--- src/rtl/sdx_pkg.sv ---
package sdx_pkg;

   typedef enum logic [2:0] {
      ST_OK      = 3'd0,
      ST_TOKEN   = 3'd1,
      ST_CRC     = 3'd2,
      ST_WRITE   = 3'd3,
      ST_BUSY_TO = 3'd4
   } stat_e;

   typedef enum logic [3:0] {
      S_IDLE,
      S_RD_TOKEN,
      S_RD_DATA,
      S_RD_CRC,
      S_WR_TOKEN,
      S_WR_DATA,
      S_WR_CRC,
      S_WR_RESP,
      S_STOP_TOK,
      S_BUSY,
      S_FINISH
   } eng_state_e;

   localparam logic [7:0] MARK_SINGLE = 8'hFE;
   localparam logic [7:0] MARK_MULTI  = 8'hFC;
   localparam logic [7:0] MARK_STOP   = 8'hFD;
   localparam logic [7:0] FILL_BYTE   = 8'hFF;

endpackage

--- src/rtl/sdx_poll_timer.sv ---
module sdx_poll_timer #(
   parameter int LIMIT = 200
) (
   input  logic clk,
   input  logic rst_n,
   input  logic clr,
   input  logic step,
   output logic last
);

   generate
      if (LIMIT == 0) begin : g_unbounded
         assign last = 1'b0;
      end else begin : g_bounded
         localparam int CW = (LIMIT < 2) ? 1 : $clog2(LIMIT);
         logic [CW-1:0] cnt_q;

         always_ff @(posedge clk or negedge rst_n) begin
            if (!rst_n)              cnt_q <= '0;
            else if (clr)            cnt_q <= '0;
            else if (step && !last)  cnt_q <= cnt_q + 1'b1;
         end

         assign last = (cnt_q == CW'(LIMIT - 1));
      end
   endgenerate

endmodule

--- src/rtl/sdx_resp_decode.sv ---
module sdx_resp_decode
   import sdx_pkg::*;
(
   input  logic [4:0] resp_low,
   output stat_e      code
);

   always_comb begin
      unique case (resp_low)
         5'h05:   code = ST_OK;
         5'h0B:   code = ST_CRC;
         default: code = ST_WRITE;
      endcase
   end

endmodule

--- src/rtl/sdx_blk_engine.sv ---
module sdx_blk_engine
   import sdx_pkg::*;
#(
   parameter int BLOCK_BYTES = 512,
   parameter int CNT_W       = 8,
   parameter int TOKEN_POLLS = 200,
   parameter int BUSY_POLLS  = 500,
   parameter int CRC_BYTES   = 2,
   localparam int AW         = $clog2(BLOCK_BYTES)
) (
   input  logic             clk,
   input  logic             rst_n,
   input  logic             start,
   input  logic [1:0]       op,
   input  logic [CNT_W-1:0] blk_count,
   output logic             busy,
   output logic             done,
   output logic [2:0]       status,
   output logic             xfer_go,
   output logic [7:0]       xfer_tx,
   input  logic             xfer_ack,
   input  logic [7:0]       xfer_rx,
   output logic [AW-1:0]    buf_addr,
   output logic [CNT_W-1:0] buf_blk,
   output logic             buf_we,
   output logic [7:0]       buf_wdata,
   input  logic [7:0]       buf_rdata
);

   localparam logic [AW-1:0] LAST_IDX = AW'(BLOCK_BYTES - 1);
   localparam logic [AW-1:0] LAST_CRC = AW'(CRC_BYTES - 1);

   generate
      if (BLOCK_BYTES < 4 || (BLOCK_BYTES & (BLOCK_BYTES - 1)) != 0) begin : g_bad_block
         $error("BLOCK_BYTES must be a power of two of at least 4");
      end
      if (CRC_BYTES < 1 || CRC_BYTES > BLOCK_BYTES) begin : g_bad_crc
         $error("CRC_BYTES out of range");
      end
      if (CNT_W < 1) begin : g_bad_cnt
         $error("CNT_W must be positive");
      end
   endgenerate

   eng_state_e       state_q, ret_q;
   stat_e            err_q, rcode;
   logic             multi_q, inflight_q, fetched_q, go_q, done_q;
   logic [7:0]       tx_q;
   logic [CNT_W-1:0] cnt_q, blk_q;
   logic [AW-1:0]    idx_q;
   logic             got, last_blk, tok_last, bsy_last;
   logic             launch_en;
   logic [7:0]       launch_byte;

   assign got      = inflight_q && xfer_ack;
   assign last_blk = ({1'b0, blk_q} + 1'b1) >= {1'b0, cnt_q};

   sdx_poll_timer #(.LIMIT(TOKEN_POLLS)) u_tok_timer (
      .clk(clk), .rst_n(rst_n),
      .clr (state_q != S_RD_TOKEN),
      .step(got && state_q == S_RD_TOKEN),
      .last(tok_last)
   );

   sdx_poll_timer #(.LIMIT(BUSY_POLLS)) u_bsy_timer (
      .clk(clk), .rst_n(rst_n),
      .clr (state_q != S_BUSY),
      .step(got && state_q == S_BUSY),
      .last(bsy_last)
   );

   sdx_resp_decode u_dec (.resp_low(xfer_rx[4:0]), .code(rcode));

   always_comb begin
      launch_byte = FILL_BYTE;
      launch_en   = !inflight_q;
      unique case (state_q)
         S_WR_TOKEN: launch_byte = multi_q ? MARK_MULTI : MARK_SINGLE;
         S_STOP_TOK: launch_byte = MARK_STOP;
         S_WR_DATA: begin
            launch_byte = buf_rdata;
            launch_en   = !inflight_q && fetched_q;
         end
         S_IDLE, S_FINISH: launch_en = 1'b0;
         default: ;
      endcase
   end

   always_ff @(posedge clk or negedge rst_n) begin
      if (!rst_n) begin
         state_q    <= S_IDLE;
         ret_q      <= S_FINISH;
         err_q      <= ST_OK;
         multi_q    <= 1'b0;
         inflight_q <= 1'b0;
         fetched_q  <= 1'b0;
         go_q       <= 1'b0;
         done_q     <= 1'b0;
         tx_q       <= FILL_BYTE;
         cnt_q      <= '0;
         blk_q      <= '0;
         idx_q      <= '0;
      end else begin
         go_q   <= 1'b0;
         done_q <= 1'b0;
         if (launch_en) begin
            go_q       <= 1'b1;
            tx_q       <= launch_byte;
            inflight_q <= 1'b1;
            fetched_q  <= 1'b0;
         end else if (state_q == S_WR_DATA && !inflight_q) begin
            fetched_q  <= 1'b1;
         end
         if (got) inflight_q <= 1'b0;

         unique case (state_q)
            S_IDLE: if (start) begin
               err_q   <= ST_OK;
               blk_q   <= '0;
               idx_q   <= '0;
               cnt_q   <= blk_count;
               multi_q <= blk_count > CNT_W'(1);
               ret_q   <= S_FINISH;
               if (op[1])      state_q <= S_BUSY;
               else if (op[0]) state_q <= S_WR_TOKEN;
               else            state_q <= S_RD_TOKEN;
            end
            S_RD_TOKEN: if (got) begin
               if (xfer_rx == MARK_SINGLE) begin
                  idx_q   <= '0;
                  state_q <= S_RD_DATA;
               end else if (xfer_rx != FILL_BYTE || tok_last) begin
                  err_q   <= ST_TOKEN;
                  state_q <= S_FINISH;
               end
            end
            S_RD_DATA: if (got) begin
               idx_q <= (idx_q == LAST_IDX) ? '0 : idx_q + 1'b1;
               if (idx_q == LAST_IDX) state_q <= S_RD_CRC;
            end
            S_RD_CRC: if (got) begin
               if (idx_q == LAST_CRC) begin
                  idx_q <= '0;
                  if (last_blk) state_q <= S_FINISH;
                  else begin
                     blk_q   <= blk_q + 1'b1;
                     state_q <= S_RD_TOKEN;
                  end
               end else idx_q <= idx_q + 1'b1;
            end
            S_WR_TOKEN: if (got) begin
               idx_q   <= '0;
               state_q <= S_WR_DATA;
            end
            S_WR_DATA: if (got) begin
               idx_q <= (idx_q == LAST_IDX) ? '0 : idx_q + 1'b1;
               if (idx_q == LAST_IDX) state_q <= S_WR_CRC;
            end
            S_WR_CRC: if (got) begin
               if (idx_q == LAST_CRC) begin
                  idx_q   <= '0;
                  state_q <= S_WR_RESP;
               end else idx_q <= idx_q + 1'b1;
            end
            S_WR_RESP: if (got) begin
               if (rcode != ST_OK && err_q == ST_OK) err_q <= rcode;
               state_q <= S_BUSY;
               if (rcode == ST_OK && !last_blk) begin
                  blk_q <= blk_q + 1'b1;
                  ret_q <= S_WR_TOKEN;
               end else if (multi_q) ret_q <= S_STOP_TOK;
               else                  ret_q <= S_FINISH;
            end
            S_STOP_TOK: if (got) begin
               ret_q   <= S_FINISH;
               state_q <= S_BUSY;
            end
            S_BUSY: if (got) begin
               if (xfer_rx != 8'h00) state_q <= ret_q;
               else if (bsy_last) begin
                  if (err_q == ST_OK) err_q <= ST_BUSY_TO;
                  state_q <= S_FINISH;
               end
            end
            S_FINISH: begin
               done_q  <= 1'b1;
               state_q <= S_IDLE;
            end
            default: state_q <= S_IDLE;
         endcase
      end
   end

   assign busy      = state_q != S_IDLE;
   assign done      = done_q;
   assign status    = err_q;
   assign xfer_go   = go_q;
   assign xfer_tx   = tx_q;
   assign buf_addr  = idx_q;
   assign buf_blk   = blk_q;
   assign buf_we    = got && state_q == S_RD_DATA;
   assign buf_wdata = xfer_rx;

   assert_go_pulse_R11: assert property (@(posedge clk) disable iff (!rst_n)
      xfer_go |=> !xfer_go);

   assert_one_outstanding_R11: assert property (@(posedge clk) disable iff (!rst_n)
      (inflight_q && !xfer_ack) |=> !xfer_go);

   assert_we_addr_step_R3: assert property (@(posedge clk) disable iff (!rst_n)
      (buf_we && buf_addr != LAST_IDX) |=> (buf_addr == $past(buf_addr) + 1'b1));

   assert_done_idle_R10: assert property (@(posedge clk) disable iff (!rst_n)
      done |-> !busy);

   assert_status_hold_R10: assert property (@(posedge clk) disable iff (!rst_n)
      (!busy && !start) |=> $stable(status));

   assert_stop_multi_R8: assert property (@(posedge clk) disable iff (!rst_n)
      (xfer_go && state_q == S_STOP_TOK) |-> multi_q);

endmodule

--- config.mk ---
export PLATFORM = sky130hd
export DESIGN_NAME = sdx_blk_engine
export DESIGN_NICKNAME = d
export VERILOG_FILES = /design/src/rtl/sdx_pkg.sv /design/src/rtl/sdx_poll_timer.sv /design/src/rtl/sdx_resp_decode.sv /design/src/rtl/sdx_blk_engine.sv
export SDC_FILE = /design/constraint.sdc
export NUM_CORES = 1
export LEC_CHECK = 0
export BUFFER_PORTS_ARGS = -buffer_cell sky130_fd_sc_hd__buf_2
export CAP_MARGIN = 5
export CORE_UTILIZATION = 45
export DETAILED_ROUTE_END_ITERATION = 10
export PLACE_DENSITY = 0.66
export SETUP_SLACK_MARGIN = 0.1
export SYNTH_ARGS = -nofsm -noshare
export SYNTH_HDL_FRONTEND = slang
export SYNTH_SLANG_ARGS = --single-unit
--- constraint.sdc ---
create_clock -name clk -period 2.65 [get_ports clk]
set_clock_uncertainty 0.05 [all_clocks]
set_input_delay 0.53 -clock clk [delete_from_list [all_inputs] [get_ports clk]]
set_output_delay 0.53 -clock clk [all_outputs]
set_load 0.1 [all_outputs]
Word-level counts from Yosys, hierarchy flattened
Cells that the tools add are included.

storage, ports and cells
  bits in registers = 66
  input port bits = 30
  output and inout port bits = 40
  word-level logic and storage cells = 176

cells by class
  add/sub/neg operators = 5
  magnitude comparators = 2
  equal/unequal tests = 48
  muxes and demuxes = 68
  reductions and logical operators = 39

operators by type and width
  kind                 number
  $mux 4               23
  $mux 9               10
  $mux 8               8
  $pmux 8 s3           2
  $pmux 9 s5           1
  $ne 2x2->1 const B   18
  $pmux 4 s9           1
  $mux 3               11
  $add 9x1->9 const B  2
  $eq 9x9->1 const B   2
  $add 8x1->8 const B  2
  $eq 4x3->1 const B   4
  $eq 8x8->1 const B   2
  $ne 2x1->1 const B   8
  $reduce_and 15->1    1
  $reduce_and 7->1     2
  $eq 4x4->1 const B   3
  $pmux 3 s4           1
  $pmux 4 s3           1
  $reduce_and 11->1    1
  $logic_and 1x1->1    10
  $add 8x1->9 const B  1
  $eq 9x1->1 const B   1
  $ge 9x8->1           1
  other kinds (25)     46

Logic depth before layout (Yosys ltp)
  depth after elaboration = 7
  depth in mapped cells = 12
  gate-level depth less buffers = 11

Modules after synthesis
From an unflattened synthesis, not the netlist that was laid out.

unflattened totals
  cells, all modules = 451
  area, all modules = 4045.1 um^2

modules (own cells, without submodules)
  module                        instances  cells each  area an instance (um^2)  seq. area each (um^2)
  sdx_blk_engine                1          348         3067.9                   1213.7
  sdx_poll_timer (u_bsy_timer)  1          50          488.0                    225.2
  sdx_poll_timer (u_tok_timer)  1          46          441.7                    200.2
  sdx_resp_decode               1          7           47.5                     0.0

Worst setup path after synthesis
OpenSTA, ideal clock, no wires.

  path type = register to output
  start = register state_q[3]
  end = output port buf_we
  data arrival time = 3.631 ns
  data required time = 2.070 ns
  slack = -1.561 ns
  cell stages (with the launch flop) = 4
  buffers on the path = 2
  path through = dfrtp_1 > buf_2 > clkbuf_1 > nor4_1

on the way
  longest elaborated chain between the ends = 2

ends and longest elaborated chain
  element                 line                   text
  from (decl)             sdx_blk_engine.sv:45   eng_state_e state_q, ret_q;
  from (signal assigned)  sdx_blk_engine.sv:179  if (xfer_rx != 8'h00) state_q <= ret_q;
  $eq 4x2->1              sdx_blk_engine.sv:201  assign buf_we = got && state_q == S_RD_DATA;
  $logic_and 1x1->1       sdx_blk_engine.sv:201
  to (decl)               sdx_blk_engine.sv:25   output logic buf_we,

No other way between the ends.

Worst setup path in the final report
  start = register blk_q[1], in the netlist buf_blk[1]
  end = register state_q[3]

on the way
  longest elaborated chain between the ends = 6

ends and longest elaborated chain
  element                 line                   text
  from (decl)             sdx_blk_engine.sv:49   logic [CNT_W-1:0] cnt_q, blk_q;
  from (signal assigned)  sdx_blk_engine.sv:146  blk_q <= blk_q + 1'b1;
  from (signal assigned)  sdx_blk_engine.sv:169  blk_q <= blk_q + 1'b1;
  $add 8x1->9             sdx_blk_engine.sv:56   assign last_blk = ({1'b0, blk_q} + 1'b1) >= {1'b0, cnt_q};
  $ge 9x8->1              sdx_blk_engine.sv:56
  $mux 4                  sdx_blk_engine.sv:144  if (last_blk) state_q <= S_FINISH;
  $mux 4                  sdx_blk_engine.sv:142  if (idx_q == LAST_CRC) begin
  $mux 4                  sdx_blk_engine.sv:141  S_RD_CRC: if (got) begin
  $pmux 4 s9              sdx_blk_engine.sv:116  unique case (state_q)

No other way between the ends. The select of a mux whose other input is x is not followed.
A chain may end at the register's enable or synchronous reset.

==> run_results.csv <==
group,metric,value,unit
outcome,status,"finished with violations",
outcome,failed_checks,"setup timing",
synth,yosysTopAreaCellShare,35.30,%
power,power_density,982.1,nW/um^2
timing,tightest_slew,0.8353,ns
synth,synth_top_family_by_area,"simple AND/OR/NAND/NOR gates",
timing,hold_slack,0.1373,ns
routing,vias_per_cell,5.523,
routing,dr_total_vias,3391,
setup_path,crit_fanout,5,
setup_path,cp.arrival,3.01,ns
power,p_seq_share,30.6,%
setup_path,path_buf_inv,1,
synth,synth_warnings,0,
routing,wl_per_cell,15.00,um
clock_network,cts_tree,"yes",
die,initial_core_util,46.98,%
global_route,grt_pass1_wl,15010,um
routing,first_pass_iters,5,
routing,drc,0,
global_route,busiest_layer,"met2",
synth,synth_simple_gate_area_share,24.04,%
die,pin_count,70,
timing,clock.fmax,0.3584,GHz
timing,finalSetupViolCount,9,
synth,synth_fp_nets,463,
setup_path,critPathKind,"reg -> reg",
synth,synth_area,3899,um^2
die,die_h,95.08,um
layout,syn_to_final_growth,23.52,%
synth,synth_cell_types,66,
synth,synthArstFlopShare,100.0,%
place,dpl_cell_area,4473,um^2
place,port_buffers,69,
place,hpwl,6574,um
timing,timing.final.ws_setup,-0.1402,ns
synth,muxShareOfSynthArea,4.814,%
power,p_int,2.466,mW
timing,drv_slew,0,
setup_path,cpMaxStageDelayCell,"dfrtp_4",
clock_network,postCtsHoldBufs,0,
setup_path,critical_path.startpoint_type,"register",
timing,timing.slew.headroom,43.90,%
timing,min_period,2.790,ns
setup_path,cp.required,2.87,ns
timing,fin_crit_sh,105.3,%
setup_path,critical-path-max-stage-delay,0.51,ns
synth,synthTopCellsByArea,"dfrtp_1 (35%), dfstp_2 (6.7%), nor2_1 (4.7%)",
synth,ys_seq_area_share,42.04,%
layout,final_area,4816,um^2
clock_network,clock_latency,0.35,ns
global_route,use_met1,29.48,%
synth,synth.avg_cell_area,9.305,um^2
place,dpl.cell_count,589,
power,p_leak,2.134,nW
routing,drtAntennaViolNets,0,
global_route,grtUsageTotal,21.65,%
die,rows,33,
timing,rsz0062_at_grt,"yes",
layout,fin_nets,548,
synth,ys.flop_type,"dfrtp_1",
synth,synth_compound_gate_area_share,15.15,%
synth,synth_edf_count,0,
clock_network,cts-root-buf,"clkbuf_8",
global_route,met2_usage,33.81,%
synth,synth_xor_xnor_area_share,4.268,%
global_route,antenna_found_initial,0,
clock_network,clkSlewWorstSetupHoldPaths,0.07,ns
power,switching_share,47.87,%
clock_network,clk_path_buf_depth,2,
timing,hold_violations,0,
layout,fin_cells,614,
routing,finalWirelength,9212,um
routing,drt_iter0_drc,171,
clock_network,htree_levels,3,
hold_path,hold_class,"in -> async",
synth,synth_top_cell_by_area,"dfrtp_1",
job,max_cap_violations,0,
layout,fillers,695,
setup_path,path_delay_family,"simple AND/OR/NAND/NOR gates",
global_route,grt_remaining_overflow,0,
power,p_total,4.730,mW
clock_network,clkSinkCount,65,
power,share_comb_of_total_power,52.1,%
global_route,globalRouteMet3Util,3.589,%
synth,synthAdderAreaFrac,4.493,%
clock_network,cts_buffers,9,
synth,ys_ff_latch,65,
global_route,grt_max_degree,41,
setup_path,crit_path_cell_trace,"ha_4 > nand3_4 > nor2_4 > xor2_2 > ha_1 > nand3_2 > o221ai_2 > a211oi_4 > buf_4 > or4_4 > and4b_1 > mux2i_1",
die,core,8299,um^2
die,dieArea,9040,um^2
setup_path,cp-end-kind,"register",
power,ir_drop,0.7053,mV
power,power_switching,2.264,mW
power,power.share.clock,17.3,%
die,chipWidth,95.08,um
synth,netlist_instances,419,
layout,antenna_cells,0,
layout,layout-drive-gt1-share,34.97,%
global_route,grt_pass1_vias,3181,
place,place.gp.congestion,0.8121,
==> path summary, 6_finish.rpt <==
check	start	depth (start not counted)	slack, ns	end
max in group asynchronous	rst_n	2	1.71	ret_q[1]
min in group clk	blk_count[0]	2	0.37	cnt_q[0]
worst max-delay path	buf_blk[1]	12	-0.14	state_q[3]
worst min register to register	fetched_q	1	0.45	fetched_q
worst max register to register	buf_blk[1]	12	-0.14	state_q[3]
worst min-delay path	rst_n	1	0.14	xfer_go
==> cells in the mapped netlist, drive strengths merged (2+ instances only) <==
| cell type | instances |
|---|---|
| dfrtp | 55 |
| nor2 | 50 |
| o21ai | 36 |
| nand2 | 32 |
| buf | 18 |
| inv | 18 |
| a21oi | 17 |
| nand3 | 17 |
| ha | 14 |
| mux2 | 14 |
| nand2b | 12 |
| dfstp | 10 |
| o31ai | 10 |
| xnor2 | 10 |
| xor2 | 9 |
| and2 | 8 |
| and3 | 8 |
| a31oi | 7 |
| nand4 | 7 |
| nor4 | 7 |
| nor3 | 6 |
| clkbuf | 4 |
| nor2b | 4 |
| o211ai | 4 |
| or4 | 4 |
| mux2i | 3 |
| o21a | 3 |
| or3 | 3 |
| a2111oi | 2 |
| a211oi | 2 |
| and4 | 2 |
| nand3b | 2 |
| nor3b | 2 |
| nor4b | 2 |
| o32ai | 2 |
| or2 | 2 |
==> cells by family after synthesis <==
kind of cell    after synthesis
flops                        65
xor+xnor                     19
simple gates                171
fa+ha+maj                    14
buf+inv                      40
compound gates               93
mux                          17
==> sequential cells by signal (all words and copies together), names as in the netlist <==
signal	cells
buf_addr	9
u_bsy_timer.g_bounded.cnt_q	9
buf_blk	8
cnt_q	8
u_tok_timer.g_bounded.cnt_q	8
xfer_tx	8
state_q	4
ret_q	3
status	3
done	1
fetched_q	1
inflight_q	1
multi_q	1
xfer_go	1
==> per-stage QoR <==
step                utilization, %  setup TNS (ns)  worst slack (ns)
floorplan                        -         -0.8895           -0.1670
global placement             53.90         -0.2769          -0.08352
detailed placement           53.90         -0.7980           -0.1795
CTS                          57.08         -0.3661          -0.09138
global route                 58.03          -1.950           -0.2569
finish                       58.03         -0.6126           -0.1402
==> repair_timing <==
action,CTS,global route
setup endpoints to repair,12,16
pin swaps,11,10
resized for setup,12,10
gates cloned,1,0
setup buffers,4,4
==> power by group through the flow <==
| stage | clock (mW) | combinational [mW] | sequential (mW) |
|---|---|---|---|
| after floorplan | 0 | 1.48 | 1.82 |
| after global placement | 0 | 2.30 | 1.45 |
| after detailed placement | 0 | 2.34 | 1.46 |
| after CTS | 0.840 | 2.40 | 1.44 |
| after global routing | 0.874 | 2.64 | 1.48 |
| final | 0.820 | 2.46 | 1.45 |
==> cell usage in the layout, fill, tap and decap left out, types with 8 or more instances in the layout <==
master and count:
a21oi_1 15, and2_1 8, buf_2 69, buf_4 26, clkbuf_8 13, dfrtp_1 44
dfrtp_2 8, dfstp_2 10, ha_1 13, inv_1 18, mux2_2 10, nand2_1 32
nand2b_1 11, nand3_1 13, nor2_1 46, o21ai_0 26, xnor2_1 10
==> cell type report <==
| cell class | instances | area [um^2] | area share, % |
|---|---|---|---|
| sequential | 65 | 1660 | 34.48 |
| clock inverter | 1 | 7.507 | 0.1559 |
| timing repair buffer | 96 | 560.5 | 11.64 |
| inverter | 18 | 67.56 | 1.403 |
| multi-input combinational | 314 | 2202 | 45.73 |
| clock buffer | 15 | 186.4 | 3.871 |
| tap | 105 | 131.4 | 2.728 |
==> metal layers <==
metal / vias up / part of all wire, % / routed length, um
li1: 1658 / - / -
met1: 1609 / 46 / 4256
met2: 105 / 47 / 4329
met3: 19 / 4.8 / 445
met4: 0 / 2.0 / 180
met5: - / 0 / 0
Note: power is estimated with default switching activity, not from simulation.
